<file path="config.mk">
export PLATFORM = sky130hd
export DESIGN_NAME = exti_group_irq
export DESIGN_NICKNAME = d
export VERILOG_FILES = /design/src/rtl/exti_pkg.sv /design/src/rtl/exti_group_combine.sv /design/src/rtl/exti_sens_reg.sv /design/src/rtl/exti_event_detect.sv /design/src/rtl/exti_pending.sv /design/src/rtl/exti_group_irq.sv
export SDC_FILE = /design/constraint.sdc
export NUM_CORES = 1
export LEC_CHECK = 0
export BUFFER_PORTS_ARGS = -buffer_cell sky130_fd_sc_hd__buf_2
export CAP_MARGIN = 20
export CORE_AREA = 2 2 39 41
export DETAILED_ROUTE_END_ITERATION = 6
export DIE_AREA = 0 0 41 43
export HOLD_SLACK_MARGIN = 0.08
export PLACE_DENSITY = 0.65
export SYNTH_ARGS = -nofsm -noshare
export SYNTH_HDL_FRONTEND = slang
export SYNTH_SLANG_ARGS = --single-unit
</file>
<file path="constraint.sdc">
create_clock -name clk -period 1.4 [get_ports clk]
set_input_delay 0.28 -clock clk [delete_from_list [all_inputs] [get_ports clk]]
set_output_delay 0.28 -clock clk [all_outputs]
set_load 0.005 [all_outputs]
</file>
<file path="src/rtl/exti_pkg.sv">
package exti_pkg;
  typedef enum logic [1:0] {
    SENS_LOW_FALL = 2'b00,
    SENS_RISE     = 2'b01,
    SENS_FALL     = 2'b10,
    SENS_BOTH     = 2'b11
  } exti_sens_e;
endpackage

</file>
<file path="src/rtl/exti_group_combine.sv">
module exti_group_combine #(
  parameter int NUM_PINS = 8
) (
  input  logic [NUM_PINS-1:0] pin_lvl,
  input  logic [NUM_PINS-1:0] pin_dir,
  input  logic [NUM_PINS-1:0] pin_opt,
  output logic                grp_sig
);
  logic [NUM_PINS-1:0] masked;

  // Pins that do not take part are forced to 1, the identity of AND.
  for (genvar i = 0; i < NUM_PINS; i++) begin : g_pin
    always_comb masked[i] = pin_lvl[i] | pin_dir[i] | ~pin_opt[i];
  end

  always_comb grp_sig = &masked;
endmodule

</file>
<file path="src/rtl/exti_sens_reg.sv">
module exti_sens_reg
  import exti_pkg::*;
(
  input  logic       clk,
  input  logic       rst_n,
  input  logic       sens_wr_en,
  input  logic [1:0] sens_wr_data,
  output exti_sens_e sens_q,
  output logic       sens_clr
);
  exti_sens_e wr_val;

  always_comb begin
    wr_val   = exti_sens_e'(sens_wr_data);
    sens_clr = sens_wr_en && (wr_val != sens_q);
  end

  always_ff @(posedge clk or negedge rst_n) begin
    if (!rst_n)        sens_q <= SENS_LOW_FALL;
    else if (sens_clr) sens_q <= wr_val;
  end
endmodule

</file>
<file path="src/rtl/exti_event_detect.sv">
module exti_event_detect
  import exti_pkg::*;
(
  input  logic       clk,
  input  logic       rst_n,
  input  logic       grp_sig,
  input  exti_sens_e sens_q,
  output logic       grp_prev,
  output logic       evt
);
  logic rise, fall;

  always_ff @(posedge clk or negedge rst_n) begin
    if (!rst_n) grp_prev <= 1'b1;
    else        grp_prev <= grp_sig;
  end

  always_comb begin
    rise = grp_sig & ~grp_prev;
    fall = ~grp_sig & grp_prev;
    unique case (sens_q)
      SENS_LOW_FALL: evt = ~grp_sig;
      SENS_RISE:     evt = rise;
      SENS_FALL:     evt = fall;
      SENS_BOTH:     evt = rise | fall;
      default:       evt = 1'b0;
    endcase
  end
endmodule

</file>
<file path="src/rtl/exti_pending.sv">
module exti_pending (
  input  logic clk,
  input  logic rst_n,
  input  logic evt,
  input  logic vec_ack,
  input  logic sens_clr,
  output logic pend_q
);
  // Priority: sensitivity change clear, then new event, then acknowledge.
  always_ff @(posedge clk or negedge rst_n) begin
    if (!rst_n)        pend_q <= 1'b0;
    else if (sens_clr) pend_q <= 1'b0;
    else if (evt)      pend_q <= 1'b1;
    else if (vec_ack)  pend_q <= 1'b0;
  end
endmodule

</file>
<file path="src/rtl/exti_group_irq.sv">
module exti_group_irq
  import exti_pkg::*;
#(
  parameter int NUM_PINS = 8
) (
  input  logic                clk,
  input  logic                rst_n,
  input  logic [NUM_PINS-1:0] pin_lvl,
  input  logic [NUM_PINS-1:0] pin_dir,
  input  logic [NUM_PINS-1:0] pin_opt,
  input  logic                sens_wr_en,
  input  logic [1:0]          sens_wr_data,
  input  logic                vec_ack,
  output logic                irq_req
);
  logic       grp_sig;
  logic       grp_prev;
  logic       evt;
  logic       sens_clr;
  exti_sens_e sens_q;

  exti_group_combine #(.NUM_PINS(NUM_PINS)) u_combine (
    .pin_lvl (pin_lvl),
    .pin_dir (pin_dir),
    .pin_opt (pin_opt),
    .grp_sig (grp_sig)
  );

  exti_sens_reg u_sens (
    .clk          (clk),
    .rst_n        (rst_n),
    .sens_wr_en   (sens_wr_en),
    .sens_wr_data (sens_wr_data),
    .sens_q       (sens_q),
    .sens_clr     (sens_clr)
  );

  exti_event_detect u_detect (
    .clk      (clk),
    .rst_n    (rst_n),
    .grp_sig  (grp_sig),
    .sens_q   (sens_q),
    .grp_prev (grp_prev),
    .evt      (evt)
  );

  exti_pending u_pend (
    .clk      (clk),
    .rst_n    (rst_n),
    .evt      (evt),
    .vec_ack  (vec_ack),
    .sens_clr (sens_clr),
    .pend_q   (irq_req)
  );
endmodule

</file>
==> results.json, run 1 <==
{
  "fill_cells": 145,
  "number_of_buffers_inserted_during_clock_tree_synthesis": 3,
  "synthSimpleGateAreaFrac": 0.180,
  "netlist_area_um2": 313,
  "dpl.cell_count": 81,
  "diodes": 0,
  "vdd_drop_max_v": 0.000283,
  "drt_pre_antenna_iters": 4,
  "synth-adder-area-share": 0.0800,
  "globalRouteOverflowTotal": 0,
  "multi_input_comb_area_um2": 234,
  "rsz_0062_raised_after_global_routing": "yes",
  "cts_num_sinks": 4,
  "synth_cell_type_count": 16,
  "row_count": 14,
  "totalNegativeSetupSlack_ns": -0.276,
  "maximum_number_of_pins_on_one_net_before_global_route_repair": 7,
  "critical_path.startpoint_type": "primary input",
  "final_min_period_over_clock_period": 1.20,
  "layout_setup_ws_ns": -0.276,
  "floorplan.io_pins": 31,
  "drt.antenna.violating_nets": 0,
  "routed_vias_inst": 4.41,
  "cts_tree": "done",
  "synth_compound_area_frac": 0.264,
  "crit_arrival_ns": 1.84,
  "status": "finished with violations",
  "fin_util": 0.434,
  "synth.yosys.seq_area_share": 0.324,
  "finalWorstPathRequiredPeriod_ns": 1.68,
  "dieArea_um2": 1760,
  "design.core.area_um2": 1380,
  "cellLeakagePower_nw": 0.291,
  "post_route_skew_ns": 0.0122,
  "ctsRootBufferMaster": "sky130_fd_sc_hd__clkbuf_4",
  "grt_pass1_vias": 374,
  "hold_class": "primary input to flip-flop",
  "wl_per_cell_um": 10.3,
  "remaining_drc_errors": 0,
  "worst_pin_slew_ns": 0.402,
  "synthCells": 34,
  "drt_wl_total_um": 884,
  "layout.cell_area.non_filler_um2": 601,
  "max_cap_viol_count": 0,
  "dieWidth_um": 41,
  "grt_pass1_wl_um": 1370,
  "globalplace.congestion": 0.642,
  "synth_seq_cells": 4,
  "io_buffer_count": 30,
  "path_class": "primary input to flip-flop",
  "pwr_density_cell_nw_per_um2": 782,
  "endpoint_kind": "flip-flop",
  "place_area_um2": 505,
  "timing_max_transition_violations_final": 0,
  "die_h_um": 43,
  "worstPathMaxFanout": 2,
  "synth.mux.area_fraction": 0.0720,
  "power_mw": 0.470,
  "cp_data_required_time_ns": 1.56,
  "place.detailed.hpwl_um": 689,
  "number_of_drc_markers_in_iteration_0": 2,
  "routed-via-count": 379,
  "violated_checks": "negative setup slack",
  "syn-num-nets": 66,
  "number_of_buffers_on_the_longest_clock_path": 2,
  "final_hold_viol_count": 0,
  "fmaxAchievable_ghz": 0.597,
  "number_of_nets_in_the_layout": 103,
  "main_combinational_cell_family_by_area_after_synthesis": "compound AO/OA/AOI/OAI gates",
  "initial_core_util": 0.226,
  "finish.cell_count_without_fillers": 86,
  "post_synth_xor_area_fraction": 0.0560,
  "htree_levels": 1,
  "ys.warnings.count": 0,
  "synth_area_per_cell_um2": 9.20,
  "syn2layout_area_growth_pct": 92.0,
  "setup_viol": 1,
  "seq_area_um2": 101,
  "grtUsageTotal": 0.126,
  "clock_insertion_delay_at_the_later_pin_of_the_skew_report_ns": 0.24,
  "finalHoldWorstSlack_ns": 0.306,
  "clk_transition_reported_paths_ns": 0.05,
  "maxSlewHeadroom": 0.731,
  "post-place-ws_ns": -0.611,
  "antenna_found_initial": 0,
  "drive_above_1_share": 0.643
}
-- flip-flops by register name, indices dropped and copies added (netlist names) --
| signal | flops |
|---|---|
| u_detect.grp_prev | 1 |
| u_pend.pend_q | 1 |
| u_sens.sens_q | 2 |
-- metal layers --
| layer | share of wire | global-route usage |
|---|---|---|
| met4 | 0.018 | 0.100 |
| met1 | 0.39 | 0.107 |
| met2 | 0.52 | 0.203 |
| met3 | 0.064 | 0.0628 |
| met5 | 0 | 0 |
-- cells by family after synthesis --
| family | count (synthesis) |
|---|---|
| adder cells (fa/ha/maj) | 2 |
| buffers and inverters | 2 |
| flip-flops | 4 |
| AO/OA/AOI/OAI | 9 |
| XOR/XNOR | 2 |
| AND/OR/NAND/NOR | 13 |
| multiplexers | 2 |
-- cell usage after synthesis, drive strengths merged --
| library cell | n | area share |
|---|---|---|
| a2111oi | 1 | 0.088 |
| a21oi | 1 | 0.028 |
| a22o | 1 | 0.028 |
| a22oi | 3 | 0.072 |
| dfrtp | 3 | 0.24 |
| dfstp | 1 | 0.084 |
| ha | 2 | 0.080 |
| inv | 2 | 0.024 |
| mux2 | 2 | 0.072 |
| nand2 | 2 | 0.024 |
| nor2 | 8 | 0.096 |
| nor2b | 1 | 0.020 |
| nor3 | 1 | 0.016 |
| nor3b | 1 | 0.024 |
| o21ai | 3 | 0.048 |
| xor2 | 2 | 0.056 |
-- repair_timing --
| item | in CTS | in global routing |
|---|---|---|
| setup buffers | 0 | 0 |
| gates resized for setup | 9 | 2 |
| hold endpoints to repair | 4 | 0 |
| hold buffers | 1 | 0 |
| pin swaps | 9 | 5 |
| endpoints found under the setup margin | 1 | 1 |
-- critical path, stage by stage --
cell and delay [ns]:
sky130_fd_sc_hd__buf_6 0.07, sky130_fd_sc_hd__nor2_2 0.03, sky130_fd_sc_hd__a22o_1 0.25, sky130_fd_sc_hd__a2111oi_4 0.34, sky130_fd_sc_hd__inv_1 0.08, sky130_fd_sc_hd__ha_1 0.28
sky130_fd_sc_hd__nand2_1 0.07, sky130_fd_sc_hd__o21ai_1 0.06, sky130_fd_sc_hd__a22oi_1 0.18, sky130_fd_sc_hd__o21ai_1 0.10, sky130_fd_sc_hd__a21oi_2 0.10
-- cell type report --
type,instances,area share
Tap cell,16,0.0333
Multi-Input combinational cell,28,0.390
Clock buffer,4,0.0438
Sequential cell,4,0.169
Timing Repair Buffer,32,0.352
Inverter,2,0.0125
-- power breakdown --
group	total, mW	switching (mW)	internal, mW
clock	0.160	0.0531	0.107
combinational	0.160	0.0640	0.0961
sequential	0.149	0.0147	0.134
total	0.470	0.132	0.338
-- path summary, 6_finish.rpt --
kind / cells past startpoint / slack, ns / start / to
setup reg to reg: 6 / 0.05 / u_detect.grp_prev / u_pend.pend_q
min in group asynchronous: 2 / 0.37 / rst_n / u_sens.sens_q[0]
hold reg to reg: 1 / 0.64 / u_sens.sens_q[0] / u_sens.sens_q[0]
max in group asynchronous: 2 / 0.82 / rst_n / u_detect.grp_prev
setup / recovery: 11 / -0.28 / pin_lvl[1] / u_pend.pend_q
hold / removal: 2 / 0.31 / sens_wr_data[1] / u_sens.sens_q[1]
-- cells in the final DEF, fill, tap and decap left out, types with 2 or more instances in the layout --
cell,n
sky130_fd_sc_hd__a22oi_2,2
sky130_fd_sc_hd__buf_2,23
sky130_fd_sc_hd__buf_6,7
sky130_fd_sc_hd__clkbuf_4,3
sky130_fd_sc_hd__dfrtp_1,3
sky130_fd_sc_hd__ha_1,2
sky130_fd_sc_hd__inv_1,2
sky130_fd_sc_hd__mux2_2,2
sky130_fd_sc_hd__nor2_1,5
sky130_fd_sc_hd__nor2_4,2
sky130_fd_sc_hd__o21ai_1,2
sky130_fd_sc_hd__xor2_1,2
No activity file was read; power rests on OpenSTA's default activity.
==> run 2, diff against run 1 <==
--- a/config.mk
+++ b/config.mk
@@ -11,6 +11,7 @@
 export DETAILED_ROUTE_END_ITERATION = 6
 export DIE_AREA = 0 0 41 43
 export HOLD_SLACK_MARGIN = 0.08
+export MAX_ROUTING_LAYER = met4
 export PLACE_DENSITY = 0.65
 export SYNTH_ARGS = -nofsm -noshare
 export SYNTH_HDL_FRONTEND = slang
==> run 2 against run 1 <==
The run still ends with negative setup slack left. Total power shrank 0.14%. Clock skew is essentially flat. Sequential share of layout area is the same. First-iteration DRC count shrank 100%. Register-to-register slack is essentially flat. Clock-buffer cell count is the same. Utilization is the same. Cell area is the same. Critical path type unchanged. Largest power group unchanged.
==> results.json, run 2 (synthesized netlist as in run 1, its figures left out) <==
{
  "status": "finished with violations",
  "violated_checks": "negative setup slack",
  "max_ffs_per_register": 2,
  "fmaxAchievable_ghz": 0.597,
  "cp_data_required_time_ns": 1.56,
  "routed_vias_inst": 4.40,
  "multi_input_comb_area_um2": 234,
  "cts_tree": "done",
  "hold_end": "u_sens.sens_q[1]",
  "endpoint_kind": "flip-flop",
  "row_count": 14,
  "globalplace.congestion": 0.647,
  "setup_viol": 1,
  "top_register": "u_sens.sens_q",
  "finalWorstPathRequiredPeriod_ns": 1.67,
  "initial_core_util": 0.226,
  "final_hold_viol_count": 0,
  "clk_transition_reported_paths_ns": 0.05,
  "drive_above_1_share": 0.643,
  "drt.antenna.violating_nets": 0,
  "number_of_buffers_on_the_longest_clock_path": 2,
  "number_of_nets_in_the_layout": 103,
  "pwr_density_cell_nw_per_um2": 781,
  "largestRegisters": "u_sens.sens_q (2), u_detect.grp_prev (1), u_pend.pend_q (1)",
  "fin_util": 0.434,
  "design.core.area_um2": 1380,
  "place.detailed.hpwl_um": 689,
  "seq_area_um2": 101,
  "finalHoldWorstSlack_ns": 0.306,
  "crit_arrival_ns": 1.83,
  "grtUsageTotal": 0.129,
  "post_route_skew_ns": 0.0126,
  "syn2layout_area_growth_pct": 92.0,
  "timing_max_transition_violations_final": 0,
  "grt_pass1_wl_um": 1360,
  "path_class": "primary input to flip-flop",
  "r2r_end": "u_pend.pend_q",
  "hold_path_depth": 2,
  "globalRouteOverflowTotal": 0,
  "wl_per_cell_um": 10.2,
  "floorplan.io_pins": 31,
  "dieWidth_um": 41,
  "fill_cells": 145,
  "cell_depth_of_the_worst_flop_to_flop_path": 6,
  "dieArea_um2": 1760,
  "routed-via-count": 378,
  "final_common_cell": "sky130_fd_sc_hd__buf_2",
  "remaining_drc_errors": 0,
  "hp-start": "sens_wr_data[1]",
  "final_min_period_over_clock_period": 1.20,
  "layout_setup_ws_ns": -0.274,
  "diodes": 0,
  "drt_wl_total_um": 881,
  "maxSlewHeadroom": 0.732,
  "worstPathMaxFanout": 2,
  "commonest_non_fill_non_tap_cells_in_the_layout": "23 x sky130_fd_sc_hd__buf_2, 7 x sky130_fd_sc_hd__buf_6, 5 x sky130_fd_sc_hd__nor2_1, 3 x sky130_fd_sc_hd__clkbuf_4, 3 x sky130_fd_sc_hd__dfrtp_1",
  "max_cap_viol_count": 0,
  "ctsRootBufferMaster": "sky130_fd_sc_hd__clkbuf_4",
  "hold_class": "primary input to flip-flop",
  "antenna_found_initial": 0,
  "worst_pin_slew_ns": 0.402,
  "critical_path.startpoint_type": "primary input",
  "drt_pre_antenna_iters": 1,
  "rsz_0062_raised_after_global_routing": "yes",
  "grt_pass1_vias": 375,
  "io_buffer_count": 30,
  "post-cts-setup-buffer-count": 0,
  "r2r_slack_ns": 0.05,
  "vdd_drop_max_v": 0.000282,
  "cellLeakagePower_nw": 0.291,
  "totalNegativeSetupSlack_ns": -0.274,
  "cts_num_sinks": 4,
  "number_of_drc_markers_in_iteration_0": 0,
  "maximum_number_of_pins_on_one_net_before_global_route_repair": 7,
  "number_of_buffers_inserted_during_clock_tree_synthesis": 3,
  "clock_insertion_delay_at_the_later_pin_of_the_skew_report_ns": 0.24,
  "die_h_um": 43,
  "htree_levels": 1,
  "rr_startpoint": "u_detect.grp_prev"
}
[run 2: through the flow]
step / cells / total power [mW] / setup slack, ns / area, um^2
after floorplan: 34 / 0.220 / -0.409 / 328
after global placement: 81 / 0.285 / -0.559 / 505
after detailed placement: 81 / 0.292 / -0.611 / 505
after CTS: 86 / 0.478 / -0.312 / 592
after global routing: 86 / 0.513 / -0.393 / 601
final: 86 / 0.469 / -0.274 / 601
[run 2: worst max path at each step]
stage                          to  startpoint  depth (start not counted)  slack, ns
floorplan           u_pend.pend_q  pin_dir[0]                         11      -0.41
global placement    u_pend.pend_q  pin_dir[7]                         12      -0.56
detailed placement  u_pend.pend_q  pin_dir[7]                         12      -0.61
CTS                 u_pend.pend_q  pin_opt[1]                         10      -0.31
global route        u_pend.pend_q  pin_lvl[1]                         11      -0.39
finish              u_pend.pend_q  pin_lvl[1]                         11      -0.27
[run 2: layout make-up]
cell class,instances,share of cell area
multi-input combinational,28,0.390
timing repair buffer,32,0.352
sequential,4,0.169
clock buffer,4,0.0438
tap,16,0.0333
inverter,2,0.0125
[run 2: routing by layer]
| layer | GRT usage | part of all wire |
|---|---|---|
| met1 | 0.107 | 0.40 |
| met2 | 0.203 | 0.52 |
| met3 | 0.0628 | 0.062 |
| met4 | 0.100 | 0.016 |
| met5 | - | 0 |
[run 2: repair_timing]
| item | CTS | global route |
|---|---|---|
| endpoints found under the hold margin | 4 | 0 |
| pin swaps | 9 | 5 |
| hold buffers | 1 | 0 |
| gates resized for setup | 9 | 2 |
| endpoints found under the setup margin | 1 | 1 |
[run 2: report_power, final]
group | internal [mW] | switching [mW]
clock network | 0.107 | 0.0529
registers | 0.134 | 0.0147
logic | 0.0961 | 0.0638
total | 0.338 | 0.131
[run 2: critical path, stage by stage]
cell and delay [ns]:
sky130_fd_sc_hd__buf_6 0.07, sky130_fd_sc_hd__nor2_2 0.03, sky130_fd_sc_hd__a22o_1 0.25, sky130_fd_sc_hd__a2111oi_4 0.33, sky130_fd_sc_hd__inv_1 0.07, sky130_fd_sc_hd__ha_1 0.28, sky130_fd_sc_hd__nand2_1 0.07, sky130_fd_sc_hd__o21ai_1 0.06
sky130_fd_sc_hd__a22oi_1 0.18, sky130_fd_sc_hd__o21ai_1 0.10, sky130_fd_sc_hd__a21oi_2 0.10
==> run 3, diff against run 2 <==
--- a/config.mk
+++ b/config.mk
@@ -5,6 +5,7 @@
 export SDC_FILE = /design/constraint.sdc
 export NUM_CORES = 1
 export LEC_CHECK = 0
+export ABC_AREA = 1
 export BUFFER_PORTS_ARGS = -buffer_cell sky130_fd_sc_hd__buf_2
 export CAP_MARGIN = 20
 export CORE_AREA = 2 2 39 41
@@ -12,7 +13,7 @@
 export DIE_AREA = 0 0 41 43
 export HOLD_SLACK_MARGIN = 0.08
 export MAX_ROUTING_LAYER = met4
-export PLACE_DENSITY = 0.65
+export PLACE_DENSITY = 0.68
 export SYNTH_ARGS = -nofsm -noshare
 export SYNTH_HDL_FRONTEND = slang
 export SYNTH_SLANG_ARGS = --single-unit
==> constraint.sdc (replaced) <==
create_clock -name clk -period 1.38 [get_ports clk]
set_input_delay 0.276 -clock clk [delete_from_list [all_inputs] [get_ports clk]]
set_output_delay 0.276 -clock clk [all_outputs]
set_load 0.005 [all_outputs]
==> run 3 against run 2 <==
Final cell count rose by 21%. Synthesized cell count up 47%. Area after synthesis is 6.4% higher. Die area is the same. Sequential power about the same. Global-route usage decreased by 0.12 points. Critical endpoint unchanged. The flow now finishes without violations. Largest power group is now the clock network. Utilization fell by 2.8 points. Critical path type unchanged. Hold slack got worse by 0.040 ns.
==> results.json, run 3 <==
{
  "r2r_slack_ns": 0.19,
  "initial_core_util": 0.241,
  "path_class": "primary input to flip-flop",
  "gates_resized_cts_repair": 0,
  "ctsRootBufferMaster": "sky130_fd_sc_hd__clkbuf_4",
  "design.core.area_um2": 1380,
  "htree_levels": 1,
  "synth-edff-count": 0,
  "synth_area_per_cell_um2": 6.66,
  "status": "finished, final reports clean",
  "commonest_non_fill_non_tap_cells_in_the_layout": "30 x sky130_fd_sc_hd__buf_2, 18 x sky130_fd_sc_hd__nand2_1, 10 x sky130_fd_sc_hd__nor2_1, 5 x sky130_fd_sc_hd__inv_1",
  "wl_per_cell_um": 7.55,
  "clk_transition_reported_paths_ns": 0.04,
  "synth_compound_area_frac": 0.128,
  "grt.busiest_layer": "met2",
  "synth_seq_cells": 4,
  "number_of_nets_in_the_layout": 121,
  "place.detailed.hpwl_um": 697,
  "drt.antenna.violating_nets": 0,
  "gr-usage-met2": 0.222,
  "cts_num_sinks": 4,
  "grtUsageTotal": 0.128,
  "synth-adder-area-share": 0.0752,
  "syn2layout_area_growth_pct": 68.8,
  "final_min_period_over_clock_period": 0.890,
  "finalWorstPathRequiredPeriod_ns": 1.23,
  "synth.mux.area_fraction": 0,
  "cts_tree": "done",
  "grt_pass1_wl_um": 1490,
  "number_of_buffers_on_the_longest_clock_path": 2,
  "critical_path.startpoint_type": "primary input",
  "largestRegisters": "u_sens.sens_q (2), u_detect.grp_prev (1), u_pend.pend_q (1)",
  "worst_pin_slew_ns": 0.183,
  "globalRouteOverflowTotal": 0,
  "drt_wl_total_um": 785,
  "max_cap_viol_count": 0,
  "remaining_drc_errors": 0,
  "gr-usage-met3": 0.0785,
  "floorplan.io_pins": 31,
  "cp_data_required_time_ns": 1.54,
  "synth.cells.most_frequent": "18 x sky130_fd_sc_hd__nand2_1, 10 x sky130_fd_sc_hd__nor2_1, 5 x sky130_fd_sc_hd__inv_1",
  "pwr_density_cell_nw_per_um2": 808,
  "synthCells": 50,
  "crit_path_max_delay_family": "simple AND/OR/NAND/NOR gates",
  "die_h_um": 43,
  "worstPathMaxFanout": 2,
  "power_mw": 0.454,
  "clock_insertion_delay_at_the_later_pin_of_the_skew_report_ns": 0.24,
  "cp_num_buf_inv": 1,
  "dieArea_um2": 1760,
  "maxSlewHeadroom": 0.878,
  "number_of_drc_markers_in_iteration_0": 2,
  "crit_arrival_ns": 1.39,
  "routed_vias_inst": 4.12,
  "max_ffs_per_register": 2,
  "post-synth-top-count-cell": "sky130_fd_sc_hd__nand2_1",
  "timing_max_transition_violations_final": 0,
  "post_route_skew_ns": 0.0109,
  "main_combinational_cell_family_by_area_after_synthesis": "simple AND/OR/NAND/NOR gates",
  "row_count": 14,
  "grt_pass1_vias": 445,
  "post_synth_main_area_contributors": "sky130_fd_sc_hd__dfrtp_1 23%, sky130_fd_sc_hd__nand2_1 20%, sky130_fd_sc_hd__nor2_1 11%",
  "vdd_drop_max_v": 0.000410,
  "syn-num-nets": 82,
  "diodes": 0,
  "post_synth_xor_area_fraction": 0.0526,
  "final_common_cell": "sky130_fd_sc_hd__buf_2",
  "netlist_area_um2": 333,
  "synth.yosys.seq_area_share": 0.305,
  "drt_pre_antenna_iters": 3,
  "hold_class": "primary input to flip-flop",
  "post_cts_hold_buffer_count": 1,
  "fmaxAchievable_ghz": 0.814,
  "endpoint_kind": "flip-flop",
  "top_register": "u_sens.sens_q",
  "postSynth.topFlopCell": "sky130_fd_sc_hd__dfrtp_1",
  "rsz_0062_raised_after_global_routing": "no",
  "setup_viol": 0,
  "globalplace.congestion": 0.766,
  "totalNegativeSetupSlack_ns": 0,
  "dieWidth_um": 41,
  "crit_path_frequent_cell": "sky130_fd_sc_hd__nand2_1",
  "cellLeakagePower_nw": 0.329,
  "synthSimpleGateAreaFrac": 0.383,
  "fill_cells": 143,
  "routed-via-count": 428,
  "antenna_found_initial": 0,
  "drive_above_1_share": 0.477,
  "timing.critical_path.cells": "buf_2 > nor2_1 > nand2_1 > nand2_1 > nor2_1 > nand2_1 > ha_1 > nand2_1 > o211ai_1 > nand2_1 > nand2_2 > a21oi_2",
  "ys.warnings.count": 0,
  "post-synth-top-area-cell": "sky130_fd_sc_hd__dfrtp_1",
  "synth.top_cell.area_share": 0.226,
  "final_hold_viol_count": 0,
  "maximum_number_of_pins_on_one_net_before_global_route_repair": 6,
  "ys_async_sr_fraction": 1.00,
  "post-cts-setup-buffer-count": 0,
  "max_stage_delay_ns": 0.29,
  "io_buffer_count": 30,
  "use_met1": 0.110,
  "number_of_buffers_inserted_during_clock_tree_synthesis": 3,
  "synth_cell_type_count": 15,
  "critical_path.slowest_cell": "sky130_fd_sc_hd__ha_1"
}
-- run 3: cell types whose count changed after synthesis, moves of 2 or more --
cell / delta
sky130_fd_sc_hd__nand2_1: +16
sky130_fd_sc_hd__a22oi_1: -3
sky130_fd_sc_hd__inv_1: +3
sky130_fd_sc_hd__mux2_2: -2
sky130_fd_sc_hd__nor2_1: +2
sky130_fd_sc_hd__xnor2_1: +2
sky130_fd_sc_hd__xor2_1: -2
-- run 3: layout make-up --
| cell class | instances | area, um^2 | share of cell area |
|---|---|---|---|
| flip-flops and latches | 4 | 101 | 0.180 |
| clock buffers | 4 | 26.3 | 0.0468 |
| multi-input cells | 41 | 213 | 0.379 |
| inverters | 5 | 18.8 | 0.0334 |
| well taps | 16 | 20.0 | 0.0356 |
| repair buffers | 34 | 183 | 0.325 |
-- run 3: power breakdown --
part,internal [mW],leakage (nW),switching [mW]
clock,0.109,0.0150,0.0550
combinational,0.0815,0.267,0.0616
sequential,0.135,0.0472,0.0116
-- run 3: kinds of logic after synthesis --
kind of cell,count (synthesis)
DFF,4
xor gates and xnor gates,2
buffers and inverters,5
and+or+nand+nor,31
adders and majority gates,2
AOI/OAI and AO/OA,6
-- run 3: path summary, 6_finish.rpt --
path                                    from                 to  cells after the start
setup reg to reg           u_detect.grp_prev      u_pend.pend_q                      6
setup / recovery                  pin_dir[0]      u_pend.pend_q                     12
hold / removal               sens_wr_data[0]   u_sens.sens_q[0]                      3
min in group asynchronous              rst_n   u_sens.sens_q[1]                      2
hold reg to reg                u_pend.pend_q      u_pend.pend_q                      2
max in group asynchronous              rst_n  u_detect.grp_prev                      2
-- run 3: worst min-delay path: cells and delay by family --
kind	cells	cell delay, ns
AOI/OAI and AO/OA	1	0.06
buffers and inverters	1	0.10
and+or+nand+nor	1	0.04
-- run 3: routing by layer --
| layer | vias to the layer above | wire, um |
|---|---|---|
| met5 | - | 0 |
| li1 | 231 | - |
| met4 | 0 | 0 |
| met2 | 11 | 424 |
| met1 | 186 | 308 |
| met3 | 0 | 52 |
-- run 3: per-stage QoR --
step	area [um^2]	std cells	hold WS (ns)	worst slack, ns	util
4_1_cts	562	104	0.263	0.141	0.406
2_1_floorplan	333	50	-0.0196	0.0677	-
3_5_place_dp	526	99	0.0916	-0.0996	0.380
6_report	562	104	0.266	0.152	0.406
3_3_place_gp	526	99	0.0870	-0.0625	0.380
5_1_grt	562	104	0.292	0.0263	0.406
